==> config.mk <==
export PLATFORM = sky130hd
export DESIGN_NAME = cysense_ctrl
export DESIGN_NICKNAME = d
export VERILOG_FILES = /design/src/rtl/cysense_pkg.sv /design/src/rtl/cysense_timer.sv /design/src/rtl/cysense_edge.sv /design/src/rtl/cysense_ctrl.sv
export SDC_FILE = /design/constraint.sdc
export NUM_CORES = 1
export LEC_CHECK = 0
export BUFFER_PORTS_ARGS = -buffer_cell sky130_fd_sc_hd__buf_2
export CORE_AREA = 4 4 84 86
export DETAILED_ROUTE_END_ITERATION = 8
export DIE_AREA = 0 0 88 90
export GPL_TIMING_DRIVEN = 0
export HOLD_SLACK_MARGIN = 0.03
export SLEW_MARGIN = 20
export SYNTH_ARGS = -nofsm -noshare
export SYNTH_HDL_FRONTEND = slang
export SYNTH_SLANG_ARGS = --single-unit
==> constraint.sdc <==
create_clock -name clk -period 5.2 [get_ports clk]
set_input_delay 0.78 -clock clk [delete_from_list [all_inputs] [get_ports clk]]
set_output_delay 0.78 -clock clk [all_outputs]
set_load 0.01 [all_outputs]
==> src/rtl/cysense_pkg.sv <==
package cysense_pkg;

  typedef enum logic [1:0] {
    EDGE_OFF  = 2'b00,
    EDGE_RISE = 2'b01,
    EDGE_FALL = 2'b10,
    EDGE_ANY  = 2'b11
  } edge_mode_e;

  // Codes 0..6 double each step; code 7 jumps to 256x the base.
  function automatic int unsigned period_shift(input logic [2:0] code);
    return (code == 3'd7) ? 32'd8 : {29'd0, code};
  endfunction

endpackage

==> src/rtl/cysense_timer.sv <==
module cysense_timer
  import cysense_pkg::*;
#(
  parameter int TICK_DIV     = 5000,
  parameter int ON_TICKS     = 4,
  parameter int SAMPLE_TICKS = 3,
  parameter int BASE_TICKS   = 320
) (
  input  logic       clk,
  input  logic       rst,
  input  logic       run_i,
  input  logic [2:0] code_i,
  output logic       en_o,
  output logic       samp_o
);

  localparam int DIV_W = (TICK_DIV > 1) ? $clog2(TICK_DIV) : 1;
  localparam int POS_W = $clog2(BASE_TICKS * 256 + 1);
  localparam logic [DIV_W-1:0] DIV_LAST = DIV_W'(TICK_DIV - 1);
  localparam logic [POS_W-1:0] ON_P     = POS_W'(ON_TICKS);
  localparam logic [POS_W-1:0] SAMP_P   = POS_W'(SAMPLE_TICKS);
  localparam logic [POS_W-1:0] POS_MAX  = POS_W'(BASE_TICKS * 256 - 1);

  logic [DIV_W-1:0] div_q;
  logic [POS_W-1:0] pos_q;
  logic [POS_W-1:0] per_last;

  always_comb begin
    per_last = (POS_W'(BASE_TICKS) << period_shift(code_i)) - POS_W'(1);
  end

  always_ff @(posedge clk) begin
    if (rst || !run_i) begin
      div_q <= '0;
      pos_q <= '0;
    end else if (div_q == DIV_LAST) begin
      div_q <= '0;
      pos_q <= (pos_q >= per_last) ? '0 : pos_q + POS_W'(1);
    end else begin
      div_q <= div_q + DIV_W'(1);
    end
  end

  assign en_o   = run_i && (pos_q < ON_P);
  assign samp_o = run_i && (pos_q == SAMP_P) && (div_q == '0);


  pos_bound_chk: assert property (@(posedge clk) disable iff (rst)
    pos_q <= POS_MAX);

endmodule

==> src/rtl/cysense_edge.sv <==
module cysense_edge
  import cysense_pkg::*;
(
  input  logic       clk,
  input  logic       rst,
  input  logic       clr_i,
  input  logic       samp_i,
  input  logic       full_i,
  input  logic [1:0] mode_i,
  input  logic       din_i,
  output logic       hit_o,
  output logic       flag_o
);

  logic [3:0] hist_q;
  logic [3:0] hist_n;
  logic       match;
  edge_mode_e mode;

  assign mode   = edge_mode_e'(mode_i);
  assign hist_n = {hist_q[2:0], din_i};

  always_comb begin
    unique case (mode)
      EDGE_RISE: match = (hist_n == 4'b0011);
      EDGE_FALL: match = (hist_n == 4'b1100);
      EDGE_ANY:  match = (hist_n == 4'b0011) || (hist_n == 4'b1100);
      default:   match = 1'b0;
    endcase
  end

  assign hit_o = samp_i && full_i && match;

  always_ff @(posedge clk) begin
    if (rst || clr_i) begin
      hist_q <= '0;
      flag_o <= 1'b0;
    end else if (samp_i) begin
      hist_q <= hist_n;
      if (hit_o) flag_o <= 1'b1;
    end
  end


  flag_on_sample_chk: assert property (@(posedge clk) disable iff (rst)
    $rose(flag_o) |-> $past(samp_i));


  flag_hold_chk: assert property (@(posedge clk) disable iff (rst)
    flag_o && !clr_i |=> flag_o);

endmodule

==> src/rtl/cysense_ctrl.sv <==
module cysense_ctrl
  import cysense_pkg::*;
#(
  parameter int N_IN         = 4,
  parameter int TICK_DIV     = 5000,
  parameter int ON_TICKS     = 4,
  parameter int SAMPLE_TICKS = 3,
  parameter int BASE_TICKS   = 320
) (
  input  logic              clk,
  input  logic              rst,
  input  logic              sleep_i,
  input  logic              cyc_en_i,
  input  logic              fwake_en_i,
  input  logic [2:0]        period_sel_i,
  input  logic [2*N_IN-1:0] edge_cfg_i,
  input  logic [N_IN-1:0]   wake_in_i,
  output logic              sense_en_o,
  output logic              sample_stb_o,
  output logic [N_IN-1:0]   wake_flag_o,
  output logic              wake_req_o,
  output logic              fwake_run_o
);

  logic            sleep_q;
  logic            entry;
  logic            halted_q;
  logic            run;
  logic            en_c;
  logic            samp_c;
  logic [1:0]      cnt_q;
  logic            full;
  logic [N_IN-1:0] hits;

  assign entry = sleep_i && !sleep_q;
  assign run   = sleep_i && cyc_en_i && !halted_q && !entry;
  assign full  = (cnt_q == 2'd3);

  cysense_timer #(
    .TICK_DIV    (TICK_DIV),
    .ON_TICKS    (ON_TICKS),
    .SAMPLE_TICKS(SAMPLE_TICKS),
    .BASE_TICKS  (BASE_TICKS)
  ) u_timer (
    .clk   (clk),
    .rst   (rst),
    .run_i (run),
    .code_i(period_sel_i),
    .en_o  (en_c),
    .samp_o(samp_c)
  );

  for (genvar i = 0; i < N_IN; i++) begin : g_in
    cysense_edge u_edge (
      .clk   (clk),
      .rst   (rst),
      .clr_i (entry),
      .samp_i(samp_c),
      .full_i(full),
      .mode_i(edge_cfg_i[2*i +: 2]),
      .din_i (wake_in_i[i]),
      .hit_o (hits[i]),
      .flag_o(wake_flag_o[i])
    );
  end

  always_ff @(posedge clk) begin
    if (rst) begin
      sleep_q      <= 1'b0;
      halted_q     <= 1'b0;
      cnt_q        <= '0;
      wake_req_o   <= 1'b0;
      sense_en_o   <= 1'b0;
      sample_stb_o <= 1'b0;
      fwake_run_o  <= 1'b0;
    end else begin
      sleep_q      <= sleep_i;
      sense_en_o   <= en_c;
      sample_stb_o <= samp_c;
      fwake_run_o  <= sleep_i && fwake_en_i && !cyc_en_i;
      if (entry) begin
        halted_q   <= 1'b0;
        cnt_q      <= '0;
        wake_req_o <= 1'b0;
      end else begin
        if (|hits) begin
          halted_q   <= 1'b1;
          wake_req_o <= 1'b1;
        end
        if (samp_c && !full) cnt_q <= cnt_q + 2'd1;
      end
    end
  end


  no_sense_awake_chk: assert property (@(posedge clk) disable iff (rst)
    !sleep_i |=> !sense_en_o);


  sample_in_window_chk: assert property (@(posedge clk) disable iff (rst)
    sample_stb_o |-> sense_en_o);


  fwake_suppressed_chk: assert property (@(posedge clk) disable iff (rst)
    cyc_en_i |=> !fwake_run_o);


  halt_after_wake_chk: assert property (@(posedge clk) disable iff (rst)
    wake_req_o && $past(wake_req_o) |-> !sense_en_o);


  req_hold_chk: assert property (@(posedge clk) disable iff (rst)
    wake_req_o && !(sleep_i && !sleep_q) |=> wake_req_o);


  req_on_sample_chk: assert property (@(posedge clk) disable iff (rst)
    $rose(wake_req_o) |-> sample_stb_o);

endmodule

-- Word-level counts from Yosys, hierarchy flattened
Cells that the tools add are included.
Widths: inputs -> output; s select.
- bits of input ports: 20
- register bits after elaboration: 53
- output and inout bits: 8
- shift operators: 1
- magnitude comparators: 2
- reduce and logical (&&, ||, !) cells: 35
- $add $sub $neg: 4
- multiplexer cells: 6
- equality and inequality tests: 24
- operator list (cell ; number):
    $shl 9x32->17 const A ; 1
    $eq 2x2->1 const B ; 9
    $add 17x1->17 const B ; 1
    $eq 17x2->1 const B ; 1
    $ge 17x17->1 ; 1
    $lt 17x3->1 const B ; 1
    $mux 17 ; 1
    $sub 17x2->17 const B ; 1
    $eq 4x2->1 const B ; 4
    $eq 4x4->1 const B ; 4
    $logic_and 1x1->1 ; 15
    $add 13x1->13 const B ; 1
    $eq 13x13->1 const B ; 1
    $logic_not 13->1 ; 1
    $pmux 1 s3 ; 4
    $eq 2x1->1 const B ; 4
    $reduce_and 2->1 ; 4
    $logic_not 1->1 ; 6
    $logic_or 1x1->1 ; 6
    $mux 4 ; 1
    $reduce_or 2->1 ; 2
    $reduce_or 4->1 ; 1
    $eq 3x3->1 const B ; 1
    $add 2x1->2 const B ; 1

-- Depth between registers and ports, before layout
- depth after elaboration: 9
- gate-level depth with buffers: 10

-- Cells and area by module
A second synthesis with hierarchy kept.
- cells, all modules: 310
- area total of the unflattened synthesis: 2839.0 um^2
- by module, submodules not included (module ; cells an instance ; sequential area each (um^2) ; area each (um^2) ; instances):
    cysense_timer ; 215 ; 600.6 ; 1843.0 ; 1
    cysense_edge ; 18 ; 80.1 ; 182.7 ; 4
    cysense_ctrl ; 23 ; 140.1 ; 265.3 ; 1

-- Worst setup path before layout
No wires, ideal clock.
- path kind: input to register
- start point: in period_sel_i[0]
- end point: reg u_timer.pos_q[10]
- stages: 10
- arrival time: 2.502 ns
- path slack: 2.580 ns
- setup time: 0.117 ns
- required time: 5.083 ns
- cell sequence: clkbuf_1 xnor2_1 nand2_1 ha_1 nand4_1 nor4_1 nor3_1 a31oi_4 buf_2 nor2_1
- cells in the longest elaborated chain, start to end: 6
- RTL lines (item ; line ; text):
    start, declared ; cysense_ctrl.sv:15 ; input logic [2:0] period_sel_i,
    $eq 3x3->1 ; cysense_pkg.sv:12 ; return (code == 3'd7) ? 32'd8 : {29'd0, code};
    $mux 4 (*) ; cysense_pkg.sv:12 ;
    $shl 9x32->17 (*) ; cysense_timer.sv:29 ; per_last = (POS_W'(BASE_TICKS) << period_shift(code_i)) - POS_W'(1);
    $sub 17x2->17 (*) ; cysense_timer.sv:29 ;
    $ge 17x17->1 (*) ; cysense_timer.sv:38 ; pos_q <= (pos_q >= per_last) ? '0 : pos_q + POS_W'(1);
    $mux 17 (*) ; cysense_timer.sv:38 ;
    end signal, assigned ; cysense_timer.sv:38 ;
    end, declared ; cysense_timer.sv:25 ; logic [POS_W-1:0] pos_q;
Every way passes the cells marked *; elsewhere a longest branch is shown, timed or not.
A chain may end at the register's enable or synchronous reset.

-- Worst setup path in the final report
- start point: in period_sel_i[0]
- end point: reg u_timer.pos_q[12]
The elaborated chain is that of the path after synthesis.

==> run summary <==
Yosys top cell by area: dfxtp_1
Crit-path max FO: 10
Critical path launch point type: input port
Buf/Inv on CP: 2
Post-CTS Setup Bufs: 0
Initial DRC Count: 94
Reg2Reg Setup Slack: 3.03 ns
Port Buffer Count: 25
Critical-path cell list: clkbuf_1, xnor2_1, nand2_1, ha_1, nand4_1, nor4_1, nor3_1, a31oi_4, buf_2, nor2_1
Synth top area cells: dfxtp_1 38%, nor2_1 7.4%, ha_1 6.7%, xnor2_1 6.0%, mux2i_1 5.0%
Synth Register Bits: 53
Hold slack: 0.4733 ns
P&R area growth vs syn: 10.91%
Unique masters post-synth: 44
Crit share post-route: 50.70%
PD cells: 216.3 nW/um2
CTS tree: done
Hold Path Origin: u_timer.div_q[0]
Post-Syn Instances: 310
Post-CTS sizing: 0
List of most frequent post-synthesis cells: 55 x nor2_1, 53 x dfxtp_1, 20 x nand2_1
Mean Syn Cell Area: 8.992 um2
Async set or reset register ratio after synthesis: 0%
Rows: 29
Num Clock Sinks: 53
Root buf cell: clkbuf_8
Max-cap violations: 0
Clk buf depth: 2
Synth top area share: 38.06%
Skew final: 0.005482 ns
Via count: 2,282
CP top delay family: simple AND/OR/NAND/NOR gates
Cell area after synthesis: 2788 um2
# hold bufs at CTS: 0
H-tree levels: 2
Gr usage total: 16.21%
Die Ht: 90 um
Post-route minimum period: 2.636 ns
Die area: 7920 um2
Largest net degree at the start of global routing: 16
Core area: 6277 um2
# setup viols final: 0
Worst Path Arrival: 2.84 ns
Critical path's largest stage delay: 0.33 ns
Hold crit path type: flop to flop
Fill count: 626
Reg-to-Reg Start: u_timer.div_q[0]
Reg-to-Reg End: u_timer.pos_q[12]
Vias in the first global route: 2,256
Routability cong.: 0.8299
Total gr overflow: 0
Initial antenna violation count: 0
Syn_nets: 345
Worst Hold Path EP: u_timer.div_q[0]
Seq/Total Area, Yosys: 38.06%
Non-filler instance count after layout: 420
Critical path endpoint category: flop
Post-route ant nets: 0
Via-per-instance ratio: 5.433
DP HPWL: 4.382 mm
Ant. Diodes: 0
Setup Crit Path Kind: input port to flop
First-pass GRT wire length: 10.43 mm
Clock Pin Slew Worst Setup and Hold Paths: 0.09 ns
RSZ-0062 raised after global routing: no
I/O pins: 28
Fin nets: 377
Clock latency on the worst-skew pair: 0.31 ns
Outcome: complete, no violations
Placed cells: 412
Residual DRC count: 0
CTS buffer count: 5
Max Slew Vio Count: 0
R2r worst-path depth: 7
DR WL/cell: 13.99 um
Initial Utilization: 44.41%
Most common cell in the netlist: nor2_1
Max IR drop VDD: 0.1710 mV
Synth warnings: 0
Fin. Hold Viols: 0
Chip width: 88 um
Crit path required time: 5.40 ns
Layout cells sized above 1: 14.58%
Number of enable flip-flop cells after synthesis: 0
DR pass1 iterations: 4
Routed wire length: 5.876 mm
P_leak: 1.101 nW
Setup TNS: 0 ns
Synth Flop Type: dfxtp_1
Placed instance area: 3009 um2
Worst path slowest cell: ha_1
Hold depth: 1
Fmax: 379.3 MHz
Final Cell Area: 3092 um2
through the flow:
step	power, mW	util, %	worst slack, ns
2_1_floorplan	0.4343	-	2.580
3_3_place_gp	0.4466	47.94	2.237
3_5_place_dp	0.4474	47.94	2.242
4_1_cts	0.6781	49.25	2.563
6_report	0.6688	49.25	2.564
5_1_grt	0.6984	49.25	2.378
logic make-up after synthesis:
logic type | count (synthesis) | share of synthesized area [%]
adders and majority gates | 15 | 6.732
other | 1 | 0.1345
muxes | 14 | 5.027
AOI/OAI and AO/OA | 26 | 6.822
buffers and inverters | 23 | 3.995
and+or+nand+nor | 152 | 31.06
DFF | 53 | 38.06
xor gates and xnor gates | 26 | 8.169
final cells by class:
class / instances / area [um2] / area share, %
clock buffer: 6 / 72.57 / 2.347
tap: 77 / 96.34 / 3.116
multi-input combinational: 234 / 1615 / 52.25
sequential: 53 / 1061 / 34.32
timing repair buffer: 25 / 125.1 / 4.047
clock inverter: 2 / 10.01 / 0.3238
inverter: 11 / 41.29 / 1.335
buffer: 12 / 70.07 / 2.266
metal layers:
metal	wire length, um	up-vias	part of all wire [%]	track usage, %
met2	2646	44	45	25.00
met5	0	-	0	0
met4	38	0	0.65	4.731
met3	278	4	4.7	3.565
met1	2911	1078	50	22.48
li1	-	1156	-	-
worst reg2reg max path, stage by stage, from the launching register on:
cell     delay (ns)
dfxtp_1        0.39
ha_1           0.24
and3_1         0.28
nand4_2        0.23
nor2b_1        0.28
a31oi_4        0.28
buf_2          0.29
nor2_1         0.08
cells in the final DEF, fill, tap and decap left out, drive strengths merged, types with 9 or more instances in the layout:
cell type / count
buf: 32
clkbuf: 11
dfxtp: 53
ha: 15
inv: 11
mux2i: 14
nand2: 20
nand3: 10
nand4: 14
nor2: 55
nor3: 11
nor4: 11
nor4bb: 9
xnor2: 19
worst max path at each step:
stage | startpoint | end | slack, ns | depth (start not counted)
after floorplan | period_sel_i[0] | u_timer.pos_q[10] | 2.58 | 10
after global placement | period_sel_i[0] | u_timer.pos_q[7] | 2.24 | 10
after detailed placement | period_sel_i[0] | u_timer.pos_q[12] | 2.24 | 10
after CTS | period_sel_i[0] | u_timer.pos_q[12] | 2.56 | 10
after global routing | period_sel_i[0] | u_timer.pos_q[12] | 2.38 | 10
final | period_sel_i[0] | u_timer.pos_q[12] | 2.56 | 10
registers in the layout, indices dropped and copies added (netlist names):
name	flops
g_in.u_edge.flag_o	4
halted_q	1
fwake_run_o	1
u_timer.div_q	13
sleep_q	1
sense_en_o	1
cnt_q	2
u_timer.pos_q	17
g_in.u_edge.hist_q	12
sample_stb_o	1
report_power, final:
part           internal, mW  switching, mW
sequential            0.406       0.000477
clock                0.0938          0.137
combinational        0.0128         0.0183
total                 0.513          0.156
No activity file was read; power rests on OpenSTA's default activity.
